--- src/rtl/tmr_multimode_pkg.sv ---
package tmr_multimode_pkg;

    localparam int CTL_W     = 11;
    localparam int F_MODE_LO = 0;
    localparam int F_DIV_LO  = 2;
    localparam int F_SRC_LO  = 4;
    localparam int F_LEN_LO  = 6;
    localparam int F_CLR     = 8;
    localparam int F_IE      = 9;
    localparam int F_FLAG    = 10;

    typedef enum logic [1:0] {
        MODE_HALT   = 2'b00,
        MODE_UP     = 2'b01,
        MODE_FREE   = 2'b10,
        MODE_UPDOWN = 2'b11
    } mode_e;

    typedef enum logic [1:0] {
        SRC_EXT_RISE = 2'b00,
        SRC_INT_A    = 2'b01,
        SRC_INT_B    = 2'b10,
        SRC_EXT_FALL = 2'b11
    } src_e;

    typedef enum logic [1:0] {
        LEN_16 = 2'b00,
        LEN_12 = 2'b01,
        LEN_10 = 2'b10,
        LEN_8  = 2'b11
    } len_e;

    typedef enum logic {
        DIR_RISE = 1'b0,
        DIR_FALL = 1'b1
    } dir_e;

    typedef struct packed {
        logic       ovf_flag;
        logic       ovf_en;
        len_e       len;
        src_e       src;
        logic [1:0] div;
        mode_e      mode;
    } ctl_t;

    function automatic int len_bits(len_e l);
        int b;
        unique case (l)
            LEN_16: b = 16;
            LEN_12: b = 12;
            LEN_10: b = 10;
            LEN_8:  b = 8;
        endcase
        return b;
    endfunction

endpackage

--- src/rtl/tmr_src_sel.sv ---
module tmr_src_sel
    import tmr_multimode_pkg::*;
(
    input  logic clk,
    input  logic rst_n,
    input  logic ext_lvl,
    input  logic int_a_en,
    input  logic int_b_en,
    input  src_e sel,
    output logic pulse
);

    logic ext_q;

    always_ff @(posedge clk or negedge rst_n) begin
        if (!rst_n) begin
            ext_q <= 1'b0;
        end else begin
            ext_q <= ext_lvl;
        end
    end

    always_comb begin
        unique case (sel)
            SRC_EXT_RISE: pulse = ext_lvl & ~ext_q;
            SRC_INT_A:    pulse = int_a_en;
            SRC_INT_B:    pulse = int_b_en;
            SRC_EXT_FALL: pulse = ~ext_lvl & ext_q;
        endcase
    end

endmodule

--- src/rtl/tmr_prescale.sv ---
module tmr_prescale #(
    parameter int CODE_W = 2
) (
    input  logic              clk,
    input  logic              rst_n,
    input  logic              clr,
    input  logic              run,
    input  logic              pulse,
    input  logic [CODE_W-1:0] code,
    output logic              tick_c,
    output logic              tick_q
);

    localparam int PRE_W = (1 << CODE_W) - 1;

    logic [PRE_W-1:0] pre_q;
    logic [PRE_W-1:0] mask;

    // low bits that must all be one before an event becomes a tick
    assign mask   = PRE_W'((32'd1 << code) - 32'd1);
    assign tick_c = run & pulse & ((pre_q & mask) == mask);

    always_ff @(posedge clk or negedge rst_n) begin
        if (!rst_n) begin
            pre_q  <= '0;
            tick_q <= 1'b0;
        end else begin
            tick_q <= tick_c & ~clr;
            if (clr) begin
                pre_q <= '0;
            end else if (run && pulse) begin
                pre_q <= pre_q + PRE_W'(1);
            end
        end
    end

endmodule

--- src/rtl/tmr_count_fsm.sv ---
module tmr_count_fsm
    import tmr_multimode_pkg::*;
#(
    parameter int CNT_W = 16
) (
    input  logic             clk,
    input  logic             rst_n,
    input  logic             clr,
    input  logic             tick,
    input  mode_e            mode,
    input  len_e             len,
    input  logic [CNT_W-1:0] lat0,
    output logic [CNT_W-1:0] cnt,
    output logic             dir,
    output logic             wrap_ev
);

    localparam logic [CNT_W-1:0] ONE = CNT_W'(1);

    dir_e             state_q, state_d;
    logic [CNT_W-1:0] cnt_q, cnt_d;
    logic [CNT_W:0]   one_sh;
    logic [CNT_W-1:0] lim;
    logic [CNT_W-1:0] top;

    always_comb begin
        one_sh = (CNT_W+1)'(1) << len_bits(len);
        lim    = CNT_W'(one_sh - (CNT_W+1)'(1));
        top    = (lat0 < lim) ? lat0 : lim;
    end

    // next-state and next-count logic
    always_comb begin
        state_d = state_q;
        cnt_d   = cnt_q;
        wrap_ev = 1'b0;
        if (clr) begin
            state_d = DIR_RISE;
            cnt_d   = '0;
        end else if (tick) begin
            unique case (mode)
                MODE_HALT: begin
                    cnt_d = cnt_q;
                end
                MODE_UP: begin
                    state_d = DIR_RISE;
                    if (cnt_q >= top) begin
                        cnt_d   = '0;
                        wrap_ev = 1'b1;
                    end else begin
                        cnt_d = cnt_q + ONE;
                    end
                end
                MODE_FREE: begin
                    state_d = DIR_RISE;
                    if (cnt_q >= lim) begin
                        cnt_d   = '0;
                        wrap_ev = 1'b1;
                    end else begin
                        cnt_d = cnt_q + ONE;
                    end
                end
                MODE_UPDOWN: begin
                    if (top == '0) begin
                        state_d = DIR_RISE;
                        cnt_d   = '0;
                    end else begin
                        unique case (state_q)
                            DIR_RISE: begin
                                if (cnt_q >= top) begin
                                    state_d = DIR_FALL;
                                    cnt_d   = cnt_q - ONE;
                                    wrap_ev = (cnt_q == ONE);
                                end else begin
                                    cnt_d = cnt_q + ONE;
                                end
                            end
                            DIR_FALL: begin
                                if (cnt_q == '0) begin
                                    state_d = DIR_RISE;
                                    cnt_d   = ONE;
                                end else begin
                                    cnt_d   = cnt_q - ONE;
                                    wrap_ev = (cnt_q == ONE);
                                end
                            end
                        endcase
                    end
                end
            endcase
        end
    end

    // state register
    always_ff @(posedge clk or negedge rst_n) begin
        if (!rst_n) begin
            state_q <= DIR_RISE;
            cnt_q   <= '0;
        end else begin
            state_q <= state_d;
            cnt_q   <= cnt_d;
        end
    end

    // outputs
    always_comb begin
        cnt = cnt_q;
        dir = (state_q == DIR_FALL);
    end

endmodule

--- src/rtl/tmr_ctl_regs.sv ---
module tmr_ctl_regs
    import tmr_multimode_pkg::*;
(
    input  logic             clk,
    input  logic             rst_n,
    input  logic             we,
    input  logic [CTL_W-1:0] wdata,
    input  logic             wrap_ev,
    output ctl_t             ctl,
    output logic             clr,
    output logic [CTL_W-1:0] rdata
);

    ctl_t ctl_q;

    assign clr = we & wdata[F_CLR];

    always_ff @(posedge clk or negedge rst_n) begin
        if (!rst_n) begin
            ctl_q <= '0;
        end else begin
            if (we) begin
                ctl_q.mode   <= mode_e'(wdata[F_MODE_LO +: 2]);
                ctl_q.div    <= wdata[F_DIV_LO +: 2];
                ctl_q.src    <= src_e'(wdata[F_SRC_LO +: 2]);
                ctl_q.len    <= len_e'(wdata[F_LEN_LO +: 2]);
                ctl_q.ovf_en <= wdata[F_IE];
            end
            if (wrap_ev) begin
                ctl_q.ovf_flag <= 1'b1;
            end else if (we) begin
                ctl_q.ovf_flag <= wdata[F_FLAG];
            end
        end
    end

    always_comb begin
        ctl                   = ctl_q;
        rdata                 = '0;
        rdata[F_MODE_LO +: 2] = ctl_q.mode;
        rdata[F_DIV_LO +: 2]  = ctl_q.div;
        rdata[F_SRC_LO +: 2]  = ctl_q.src;
        rdata[F_LEN_LO +: 2]  = ctl_q.len;
        rdata[F_IE]           = ctl_q.ovf_en;
        rdata[F_FLAG]         = ctl_q.ovf_flag;
    end

endmodule

--- src/rtl/tmr_multimode.sv ---
module tmr_multimode
    import tmr_multimode_pkg::*;
#(
    parameter int CNT_W  = 16,
    parameter int CODE_W = 2
) (
    input  logic             clk,
    input  logic             rst_n,
    input  logic             ext_clk_lvl,
    input  logic             int_a_en,
    input  logic             int_b_en,
    input  logic             ctl_we,
    input  logic [10:0]      ctl_wdata,
    input  logic [CNT_W-1:0] latch0,
    output logic [CNT_W-1:0] cnt_o,
    output logic             dir_o,
    output logic             tick_o,
    output logic [10:0]      ctl_rdata,
    output logic             ovf_flag_o,
    output logic             ovf_en_o,
    output logic             irq_o
);

    ctl_t ctl;
    logic clr;
    logic wrap_ev;
    logic pulse;
    logic tick_c;
    logic run;

    tmr_ctl_regs u_regs (
        .clk     (clk),
        .rst_n   (rst_n),
        .we      (ctl_we),
        .wdata   (ctl_wdata),
        .wrap_ev (wrap_ev),
        .ctl     (ctl),
        .clr     (clr),
        .rdata   (ctl_rdata)
    );

    tmr_src_sel u_src (
        .clk      (clk),
        .rst_n    (rst_n),
        .ext_lvl  (ext_clk_lvl),
        .int_a_en (int_a_en),
        .int_b_en (int_b_en),
        .sel      (ctl.src),
        .pulse    (pulse)
    );

    assign run = (ctl.mode != MODE_HALT);

    tmr_prescale #(.CODE_W(CODE_W)) u_pre (
        .clk    (clk),
        .rst_n  (rst_n),
        .clr    (clr),
        .run    (run),
        .pulse  (pulse),
        .code   (CODE_W'(ctl.div)),
        .tick_c (tick_c),
        .tick_q (tick_o)
    );

    tmr_count_fsm #(.CNT_W(CNT_W)) u_cnt (
        .clk     (clk),
        .rst_n   (rst_n),
        .clr     (clr),
        .tick    (tick_c),
        .mode    (ctl.mode),
        .len     (ctl.len),
        .lat0    (latch0),
        .cnt     (cnt_o),
        .dir     (dir_o),
        .wrap_ev (wrap_ev)
    );

    assign ovf_flag_o = ctl.ovf_flag;
    assign ovf_en_o   = ctl.ovf_en;
    assign irq_o      = ctl.ovf_flag & ctl.ovf_en;

endmodule

--- config.mk ---
export PLATFORM = sky130hd
export DESIGN_NAME = tmr_multimode
export DESIGN_NICKNAME = d
export VERILOG_FILES = /design/src/rtl/tmr_multimode_pkg.sv /design/src/rtl/tmr_src_sel.sv /design/src/rtl/tmr_prescale.sv /design/src/rtl/tmr_count_fsm.sv /design/src/rtl/tmr_ctl_regs.sv /design/src/rtl/tmr_multimode.sv
export SDC_FILE = /design/constraint.sdc
export NUM_CORES = 1
export LEC_CHECK = 0
export ABC_AREA = 1
export BUFFER_PORTS_ARGS = -buffer_cell sky130_fd_sc_hd__buf_4
export CAP_MARGIN = 20
export CORE_MARGIN = 2
export CORE_UTILIZATION = 45
export CTS_BUF_LIST = sky130_fd_sc_hd__clkbuf_2 sky130_fd_sc_hd__clkbuf_4 sky130_fd_sc_hd__clkbuf_8
export DETAILED_ROUTE_END_ITERATION = 8
export PLACE_DENSITY = 0.76
export SLEW_MARGIN = 10
export SYNTH_ARGS = -nofsm -noshare
export SYNTH_HDL_FRONTEND = slang
export SYNTH_SLANG_ARGS = --single-unit
--- constraint.sdc ---
create_clock -name clk -period 4.8 [get_ports clk]
set_clock_uncertainty 0.15 [all_clocks]
set_input_delay 0.48 -clock clk [delete_from_list [all_inputs] [get_ports clk]]
set_output_delay 0.48 -clock clk [all_outputs]
set_load 0.01 [all_outputs]
==> results.json, run 1 <==
{
  "power_frac_comb_pct": 55.1,
  "antenna_cells": 0,
  "design_area_um2": 4690,
  "rrSetupSlack_ps": 490,
  "ir_worst_vdd_uv": 168,
  "finalHoldViolations": 0,
  "grt_pass1_vias": 4070,
  "netlist_area_um2": 4030,
  "rsz0062_at_grt": "no",
  "worst_pin_slew_ps": 594,
  "dr.pass1.iters": 5,
  "io_buffers": 63,
  "grt_usage_pct": 23.9,
  "synth_sequential_area_ratio_pct": 19.9,
  "avgSynthCellArea_um2": 6.55,
  "avgRoutedWirePerCell_um": 15.0,
  "cts_resized": 0,
  "path_clk_slew_ps": 80,
  "seq_power_share_pct": 25.6,
  "core_um2": 8720,
  "slew_viol_final": 0,
  "cp_top_family": "simple AND/OR/NAND/NOR gates",
  "power_leakage_nw": 2.51,
  "startpoint_type": "flop",
  "place_hpwl_um": 8960,
  "dp_cells": 772,
  "slowest_delay_ps": 470,
  "netSwitchingFraction_pct": 48.4,
  "grt_pass1_wl_um": 19000,
  "cts_tree": "yes",
  "postRouteAntennaNets": 0,
  "finalSetupTns_ps": 0,
  "num_vias": 4354,
  "gp_congestion": 0.906,
  "grt_max_degree": 33,
  "p_int_uw": 799,
  "drc": 0,
  "cts_hold_buf": 1,
  "postSynthCellCount": 616,
  "cpMaxStageDelayCell": "dfrtp_1",
  "die_area_um2": 9730,
  "async_flop_share_pct": 100,
  "timing.fmax_mhz": 232,
  "hold_path_class": "in2reg",
  "die_h_um": 98.7,
  "cellPowerDensity_nw_per_um2": 330,
  "routed_wl_um": 11700,
  "cts_buffers": 5,
  "dpl_cell_area_um2": 4560,
  "post_cts_buffers": 0,
  "vias_per_cell": 5.57,
  "drive_gt1_share_pct": 17.1,
  "regArea_um2": 801,
  "critical_path_class": "reg2reg",
  "nFillCells": 845,
  "slew_headroom_pct": 60.3,
  "worstPathMaxFanout": 14,
  "cts.sinks": 32,
  "final_common_cell": "nand2_1",
  "p_sw_uw": 750,
  "insertion_delay_ps": 300,
  "critical_path.most_common_cell": "nand2_1",
  "crit_buf_inv": 4,
  "final_cell_mix": "nand2_1 (154), inv_1 (81), buf_4 (65)",
  "crit_arrival_ps": 4350,
  "ios": 65,
  "period_needed_ps": 4310,
  "synth_edf_count": 0,
  "drv_cap": 0,
  "htreeDepth": 2,
  "synth.distinct_cells": 42,
  "cts_root_buf": "clkbuf_8",
  "ys_seq_elements": 32,
  "multi_input_area_um2": 2800,
  "stdcell_count": 781,
  "antenna_found_initial": 0,
  "setup_viol": 0,
  "p_clk_share_pct": 19.3,
  "areaGrowthSynthToFinish_pct": 16.4,
  "row_count": 34,
  "nNetsFinal": 750,
  "fin_crit_sh_pct": 89.8,
  "cts_max_path_buffers": 2,
  "yosys_warnings": 0,
  "worstPathRequired_ps": 4840,
  "synthFlopType": "dfrtp_1",
  "drt-initial-drc-count": 256,
  "initial_core_util_pct": 46.2,
  "endpoint_kind": "flop",
  "die-width_um": 98.7,
  "grt-ovfl-total": 0,
  "run_status": "completed"
}
[cells in the mapped netlist, drive strengths merged (10+ instances only)]
| library cell | count | area, um^2 |
|---|---|---|
| a21oi | 40 | 230 |
| buf | 10 | 71.3 |
| clkbuf | 10 | 37.5 |
| dfrtp | 32 | 801 |
| ha | 45 | 563 |
| inv | 88 | 330 |
| nand2 | 165 | 667 |
| nand3 | 35 | 205 |
| nand4 | 13 | 81.3 |
| nor2 | 54 | 267 |
| nor3 | 13 | 65.1 |
| o21ai | 62 | 310 |
| xor2 | 22 | 193 |
[registers in the layout (all words and copies together) (netlist names)]
signal	cells
u_pre.tick_q	1
u_cnt.cnt	16
u_cnt.dir	1
u_regs.ctl	10
u_pre.pre_q	3
u_src.ext_q	1
[layout make-up]
class	instances	share of cell area (%)
Timing Repair Buffer	66	10.6
Clock inverter	1	0.640
Clock buffer	7	2.05
Inverter	89	7.12
Multi-Input combinational cell	478	59.6
Sequential cell	32	17.1
Tap cell	108	2.88
[metal layers]
layer | global-route usage [%] | vias up | wire (um)
met2 | 41.9 | 198 | 5650
li1 | - | 2114 | -
met5 | 0 | - | 0
met1 | 30.2 | 2015 | 4930
met4 | 8.22 | 0 | 253
met3 | 3.05 | 27 | 873
[power groups by stage]
stage | clock [mW] | sequential [mW] | combinational [mW]
4_1_cts | 0.301 | 0.394 | 0.844
5_1_grt | 0.313 | 0.403 | 0.953
6_report | 0.298 | 0.397 | 0.854
2_1_floorplan | 0 | 0.367 | 0.620
3_5_place_dp | 0 | 0.399 | 0.839
3_3_place_gp | 0 | 0.397 | 0.819
[path summary, 6_finish.rpt]
kind,startpoint,to,cells past startpoint
worst max-delay path,u_regs.ctl[7],u_cnt.cnt[2],25
worst min-delay path,ext_clk_lvl,u_src.ext_q,1
worst max register to register,u_regs.ctl[7],u_cnt.cnt[2],25
worst min register to register,u_pre.pre_q[2],u_pre.pre_q[2],1
max in group asynchronous,rst_n,u_cnt.cnt[15],2
min in group asynchronous,rst_n,u_pre.tick_q,2
[cells by family after synthesis]
kind of cell / Yosys count / synth area share (%)
AOI/OAI and AO/OA: 114 / 15.7
muxes: 4 / 1.12
DFF: 32 / 19.9
buffers and inverters: 109 / 11.0
xor gates and xnor gates: 23 / 5.00
other: 2 / 0.186
and+or+nand+nor: 287 / 33.2
adders and majority gates: 45 / 14.0
[through the flow]
stage / total power, mW / setup slack (ps) / hold slack, ps / utilization, %
after floorplan: 0.987 / 1110 / 34.4 / -
after global placement: 1.22 / 644 / 294 / 52.3
after detailed placement: 1.24 / 515 / 299 / 52.3
after CTS: 1.54 / 499 / 157 / 53.8
after global routing: 1.67 / 159 / 155 / 53.8
final: 1.55 / 487 / 160 / 53.8
Power figures use the tool's default switching activity.
==> run 2, diff against run 1 <==
clock period = 5.33 ns   (was 4.8 ns; I/O delays follow)
==> run 2 against run 1 <==
Net effect:
- count of clock-buffer cells in the layout down 1
- sequential cell count is the same
- sequential share of layout area is 0.22 points higher
- register-to-register slack gained 290 ps
- first-iteration DRC count increased by 45%
- sequential power decreased by 10%
- die area unchanged
- maximum frequency decreased by 5.2%
- largest cell class unchanged
- largest power group unchanged
==> results.json, run 2 (synthesis gave the netlist of run 1 again) <==
{
  "place_hpwl_um": 9020,
  "power_frac_comb_pct": 57.6,
  "cts.sinks": 32,
  "startpoint_type": "flop",
  "largest_reg_flops": 16,
  "antenna_cells": 0,
  "power_leakage_nw": 2.48,
  "worstPathMaxFanout": 19,
  "cts_tree": "yes",
  "p_int_uw": 649,
  "insertion_delay_ps": 300,
  "finalHoldViolations": 0,
  "ios": 65,
  "dr.pass1.iters": 5,
  "endpoint_kind": "flop",
  "cts_hold_buf": 0,
  "seq_power_share_pct": 26.9,
  "rrSetupSlack_ps": 780,
  "nNetsFinal": 747,
  "whs_ps": 24.6,
  "cts_buffers": 5,
  "core_um2": 8720,
  "gp_congestion": 0.909,
  "path_clk_slew_ps": 80,
  "final_util_pct": 53.2,
  "worstPathRequired_ps": 5420,
  "timing.fmax_mhz": 220,
  "io_buffers": 63,
  "r2r_end": "u_cnt.cnt[4]",
  "grt_pass1_vias": 4095,
  "routed_wl_um": 11800,
  "num_vias": 4332,
  "drv_cap": 0,
  "crit_arrival_ps": 4640,
  "htreeDepth": 2,
  "final_common_cell": "nand2_1",
  "grt_max_degree": 33,
  "grt-ovfl-total": 0,
  "cellPowerDensity_nw_per_um2": 286,
  "die-width_um": 98.7,
  "cts_resized": 0,
  "critical_path_class": "reg2reg",
  "post_cts_buffers": 0,
  "cts_root_buf": "clkbuf_8",
  "grt_usage_pct": 24.3,
  "grt_pass1_wl_um": 19400,
  "avgRoutedWirePerCell_um": 15.2,
  "run_status": "completed",
  "ir_worst_vdd_uv": 161,
  "finalSetupTns_ps": 0,
  "rsz0062_at_grt": "no",
  "cts_max_path_buffers": 2,
  "antenna_found_initial": 0,
  "row_count": 34,
  "setup_viol": 0,
  "die_h_um": 98.7,
  "die_area_um2": 9730,
  "timing.rr.start": "u_regs.ctl[7]",
  "drc": 0,
  "final_cell_mix": "nand2_1 (154), inv_1 (81), buf_4 (63)",
  "initial_core_util_pct": 46.2,
  "drt-initial-drc-count": 372,
  "areaGrowthSynthToFinish_pct": 15.0,
  "p_sw_uw": 677,
  "r2r_cells": 23,
  "fin_crit_sh_pct": 85.4,
  "p_clk_share_pct": 15.5,
  "slew_viol_final": 0,
  "drive_gt1_share_pct": 16.9,
  "period_needed_ps": 4550,
  "postRouteAntennaNets": 0,
  "netSwitchingFraction_pct": 51.1,
  "slew_headroom_pct": 48.2,
  "hold_path_class": "in2async",
  "vias_per_cell": 5.57,
  "worst_pin_slew_ps": 775
}
run 2: changes by cell type in the layout (fill, tap and decap cells not counted):
| cell | change |
|---|---|
| dlygate4sd3_1 | -1 |
| clkinv_4 | +1 |
| clkinvlp_4 | +1 |
| clkbuf_4 | +1 |
| clkbuf_8 | -2 |
| bufinv_16 | -1 |
| buf_4 | -2 |
run 2: critical path, stage by stage, from the launching register on:
cell	delay (ps)
dfrtp_1	480
nor2_1	220
inv_1	130
ha_1	310
nand2_1	110
nor2_4	150
nor3b_2	250
nand2_2	160
nand2_4	180
nand2_4	80
nand2_2	90
inv_1	50
ha_1	280
a21oi_1	140
nor2_1	50
nor2_1	90
nor2_1	50
nor2_1	130
nand3_1	580
o21ai_0	410
o21ai_0	120
o21ai_1	150
nand2_1	70
nand2_1	50
run 2: worst max path at each step:
| stage | startpoint | end | slack [ps] |
|---|---|---|---|
| 3_3_place_gp | u_regs.ctl[7] | u_cnt.cnt[6] | 1040 |
| 4_1_cts | u_regs.ctl[7] | u_cnt.cnt[4] | 860 |
| 2_1_floorplan | u_regs.ctl[7] | u_cnt.cnt[3] | 1640 |
| 5_1_grt | u_regs.ctl[7] | u_cnt.cnt[6] | 390 |
| 6_report | u_regs.ctl[7] | u_cnt.cnt[4] | 780 |
| 3_5_place_dp | u_regs.ctl[7] | u_cnt.cnt[1] | 870 |
run 2: power groups by stage:
stage          sequential (mW)  clock (mW)  combinational [mW]
3_3_place_gp             0.359           0               0.730
4_1_cts                  0.355       0.207               0.757
3_5_place_dp             0.359           0               0.754
2_1_floorplan            0.331           0               0.558
5_1_grt                  0.363       0.218               0.866
6_report                 0.357       0.205               0.765
run 2: per-stage QoR:
step / instance area (um^2) / cells / power (mW) / setup WS [ps]
floorplan: 4040 / 619 / 0.889 / 1640
detailed placement: 4540 / 770 / 1.11 / 871
global placement: 4540 / 770 / 1.09 / 1040
CTS: 4640 / 778 / 1.32 / 860
finish: 4640 / 778 / 1.33 / 780
global route: 4640 / 778 / 1.45 / 395
run 2: area by class of cell:
type / instances / area (um^2)
repair buffers: 63 / 473
flip-flops and latches: 32 / 801
clock buffers: 6 / 76.3
inverters: 89 / 334
fillers: 848 / 4090
clock inverters: 2 / 16.3
well taps: 108 / 135
multi-input cells: 478 / 2800
run 2: metal layers:
| metal | vias to the layer above | routed length (um) | track usage (%) |
|---|---|---|---|
| met3 | 32 | 902 | 3.62 |
| met2 | 216 | 5630 | 42.0 |
| met5 | - | 0 | 0 |
| li1 | 2114 | - | - |
| met1 | 1970 | 5020 | 31.1 |
| met4 | 0 | 293 | 8.11 |
==> run 3, diff against run 2 <==
PLACE_DENSITY = 0.75   (was 0.76)
REMOVE_ABC_BUFFERS = 1   (was not set)
SYNTH_HIERARCHICAL = 1   (was not set)
==> run 3 against run 2 <==
Net effect:
- area after synthesis rose by 8.1%
- sequential share of layout area decreased by 1.1 points
- global-route usage is 1.0 points higher
- setup slack got worse by 260 ps
- synthesized cell count up 16%
- sequential cell count did not move
- highest routed layer unchanged
==> results.json, run 3 <==
{
  "run_status": "completed",
  "setup_viol": 0,
  "critical_path_class": "reg2reg",
  "postRouteAntennaNets": 0,
  "path_clk_slew_ps": 90,
  "finalHoldViolations": 0,
  "synth.distinct_cells": 37,
  "largest_reg_flops": 16,
  "ios": 65,
  "critical_path.most_common_cell": "nand2_1",
  "cts_hold_buf": 0,
  "core_um2": 9330,
  "timing.fmax_mhz": 208,
  "insertion_delay_ps": 300,
  "hold_path_class": "in2async",
  "antenna_cells": 0,
  "gp_congestion": 0.936,
  "endpoint_kind": "flop",
  "cts_max_path_buffers": 2,
  "startpoint_type": "flop",
  "async_flop_share_pct": 100,
  "cts_buffers": 5,
  "cpMaxStageDelayCell": "dfrtp_1",
  "worstPathMaxFanout": 15,
  "synth.area.top_cells": "nand2_1 (20%), dfrtp_1 (18%), ha_1 (14%)",
  "synthFlopType": "dfrtp_1",
  "postSynthCellCount": 717,
  "yosys_warnings": 6,
  "io_buffers": 63,
  "place_hpwl_um": 9660,
  "fin_crit_sh_pct": 90.2,
  "drive_gt1_share_pct": 15.2,
  "yosysMostFrequentCell": "nand2_1",
  "die_h_um": 102,
  "die_area_um2": 10500,
  "row_count": 35,
  "cts.sinks": 32,
  "synth_top_area_cell": "nand2_1",
  "crit_buf_inv": 3,
  "avgRoutedWirePerCell_um": 14.0,
  "worstPathRequired_ps": 5370,
  "synth_sequential_area_ratio_pct": 18.4,
  "drt-initial-drc-count": 260,
  "netlist_area_um2": 4360,
  "routed_wl_um": 12500,
  "antenna_found_initial": 0,
  "design_area_um2": 4960,
  "grt_pass1_wl_um": 21300,
  "num_vias": 4585,
  "ys_seq_elements": 32,
  "drc": 0,
  "grt-ovfl-total": 0,
  "vias_per_cell": 5.13,
  "avgSynthCellArea_um2": 6.08,
  "grt_usage_pct": 25.3,
  "cp_top_family": "simple AND/OR/NAND/NOR gates",
  "period_needed_ps": 4810,
  "crit_chain": "nor2_1 -> inv_1 -> ha_1 -> nand4_1 -> a21oi_1 -> nor2_4 -> nand2_4 -> nand2_1 -> o21ai_1 -> inv_1 -> ha_1 -> nand2_1 -> nor3_1 -> nand3_1 -> nand4_1 -> clkinv_1 -> o21ai_0 -> a21oi_1 -> nand2_1 -> nand2_1 -> nand2_1 -> nand2_1",
  "synth_top_area_share_pct": 19.9,
  "areaGrowthSynthToFinish_pct": 13.7,
  "synth_edf_count": 0,
  "grt_pass1_vias": 4505,
  "nFillCells": 971,
  "grt_max_degree": 33,
  "finalSetupTns_ps": 0,
  "worst_pin_slew_ps": 719,
  "whs_ps": 17.0,
  "post_cts_buffers": 0,
  "cts_root_buf": "clkbuf_8",
  "cts_tree": "yes",
  "initial_core_util_pct": 46.7,
  "dpl_cell_area_um2": 4840,
  "drv_cap": 0,
  "rsz0062_at_grt": "no",
  "ir_worst_vdd_uv": 117,
  "synth_common_cells": "nand2_1 (231), inv_1 (101), nor2_1 (66)",
  "die-width_um": 102,
  "slew_headroom_pct": 51.9,
  "final_common_cell": "nand2_1",
  "cts_resized": 0,
  "final_cell_mix": "nand2_1 (231), inv_1 (101), buf_4 (66), nor2_1 (66), ha_1 (50)",
  "dr.pass1.iters": 5,
  "nNetsFinal": 846,
  "slew_viol_final": 0,
  "htreeDepth": 2,
  "crit_arrival_ps": 4850,
  "final_util_pct": 53.1,
  "power_leakage_nw": 2.81,
  "slowest_delay_ps": 470,
  "cellPowerDensity_nw_per_um2": 252
}
-- run 3: changes by cell type after synthesis, moves of 7 or more --
cell     previous run  this run
inv_1              81       101
o21ai_1            17         3
o21ai_0            45        30
nand2_1           154       231
nand2_2             7        14
a21oi_1            36        47
nor3_1             13         4
nor2_1             44        66
-- run 3: routing by layer --
layer | global-route usage, % | up-vias | wire [um]
met3 | 3.35 | 20 | 739
li1 | - | 2326 | -
met5 | 0 | - | 0
met2 | 42.9 | 164 | 5770
met4 | 6.97 | 0 | 197
met1 | 33.8 | 2075 | 5770
-- run 3: through the flow --
step | power, mW | cells | setup WS, ps
after CTS | 1.24 | 893 | 587
after floorplan | 0.778 | 690 | 1500
final | 1.25 | 893 | 522
after detailed placement | 0.986 | 885 | 605
after global placement | 0.968 | 885 | 964
after global routing | 1.36 | 893 | 1.23
-- run 3: layout make-up --
class | count | area (um^2) | area share (%)
clock buffer | 6 | 76.3 | 1.54
clock inverter | 2 | 35.0 | 0.707
inverter | 108 | 405 | 8.18
multi-input combinational | 550 | 2980 | 60.2
sequential | 32 | 801 | 16.2
tap | 129 | 161 | 3.26
timing repair buffer | 66 | 495 | 10.0
-- run 3: kinds of logic (layout without fill, tap and decap cells) --
kind of cell	count (synthesis)	count (layout)	synth area share [%]
XOR/XNOR	21	21	4.22
flip-flops	32	32	18.4
AO/OA/AOI/OAI	92	92	11.3
AND/OR/NAND/NOR	382	382	38.0
buffers and inverters	137	182	13.4
adder cells (fa/ha/maj)	50	50	14.3
other	3	5	0.258
-- run 3: final timing paths --
path	startpoint	to	slack [ps]	cells past startpoint
max	u_regs/ctl[7]	u_cnt/cnt[11]	520	22
min	rst_n	u_cnt/cnt[15]	20	1
min reg2reg	u_regs/ctl[3]	u_regs/ctl[3]	370	2
max in group asynchronous	rst_n	u_cnt/cnt[12]	4700	1
min in group clk	ext_clk_lvl	u_src/ext_q	220	1
max reg2reg	u_regs/ctl[7]	u_cnt/cnt[11]	520	22
-- run 3: worst reg2reg max path, delay by kind of cell (launching register included) --
| family | cells | cell delay (ps) |
|---|---|---|
| flops | 1 | 470 |
| buf+inv | 3 | 640 |
| compound gates | 4 | 760 |
| fa+ha+maj | 2 | 620 |
| simple gates | 13 | 2070 |
-- run 3: power breakdown --
| part | internal (mW) | switching [mW] |
|---|---|---|
| registers | 0.271 | 0.0644 |
| clock network | 0.144 | 0.107 |
| logic | 0.248 | 0.415 |
| total | 0.663 | 0.587 |
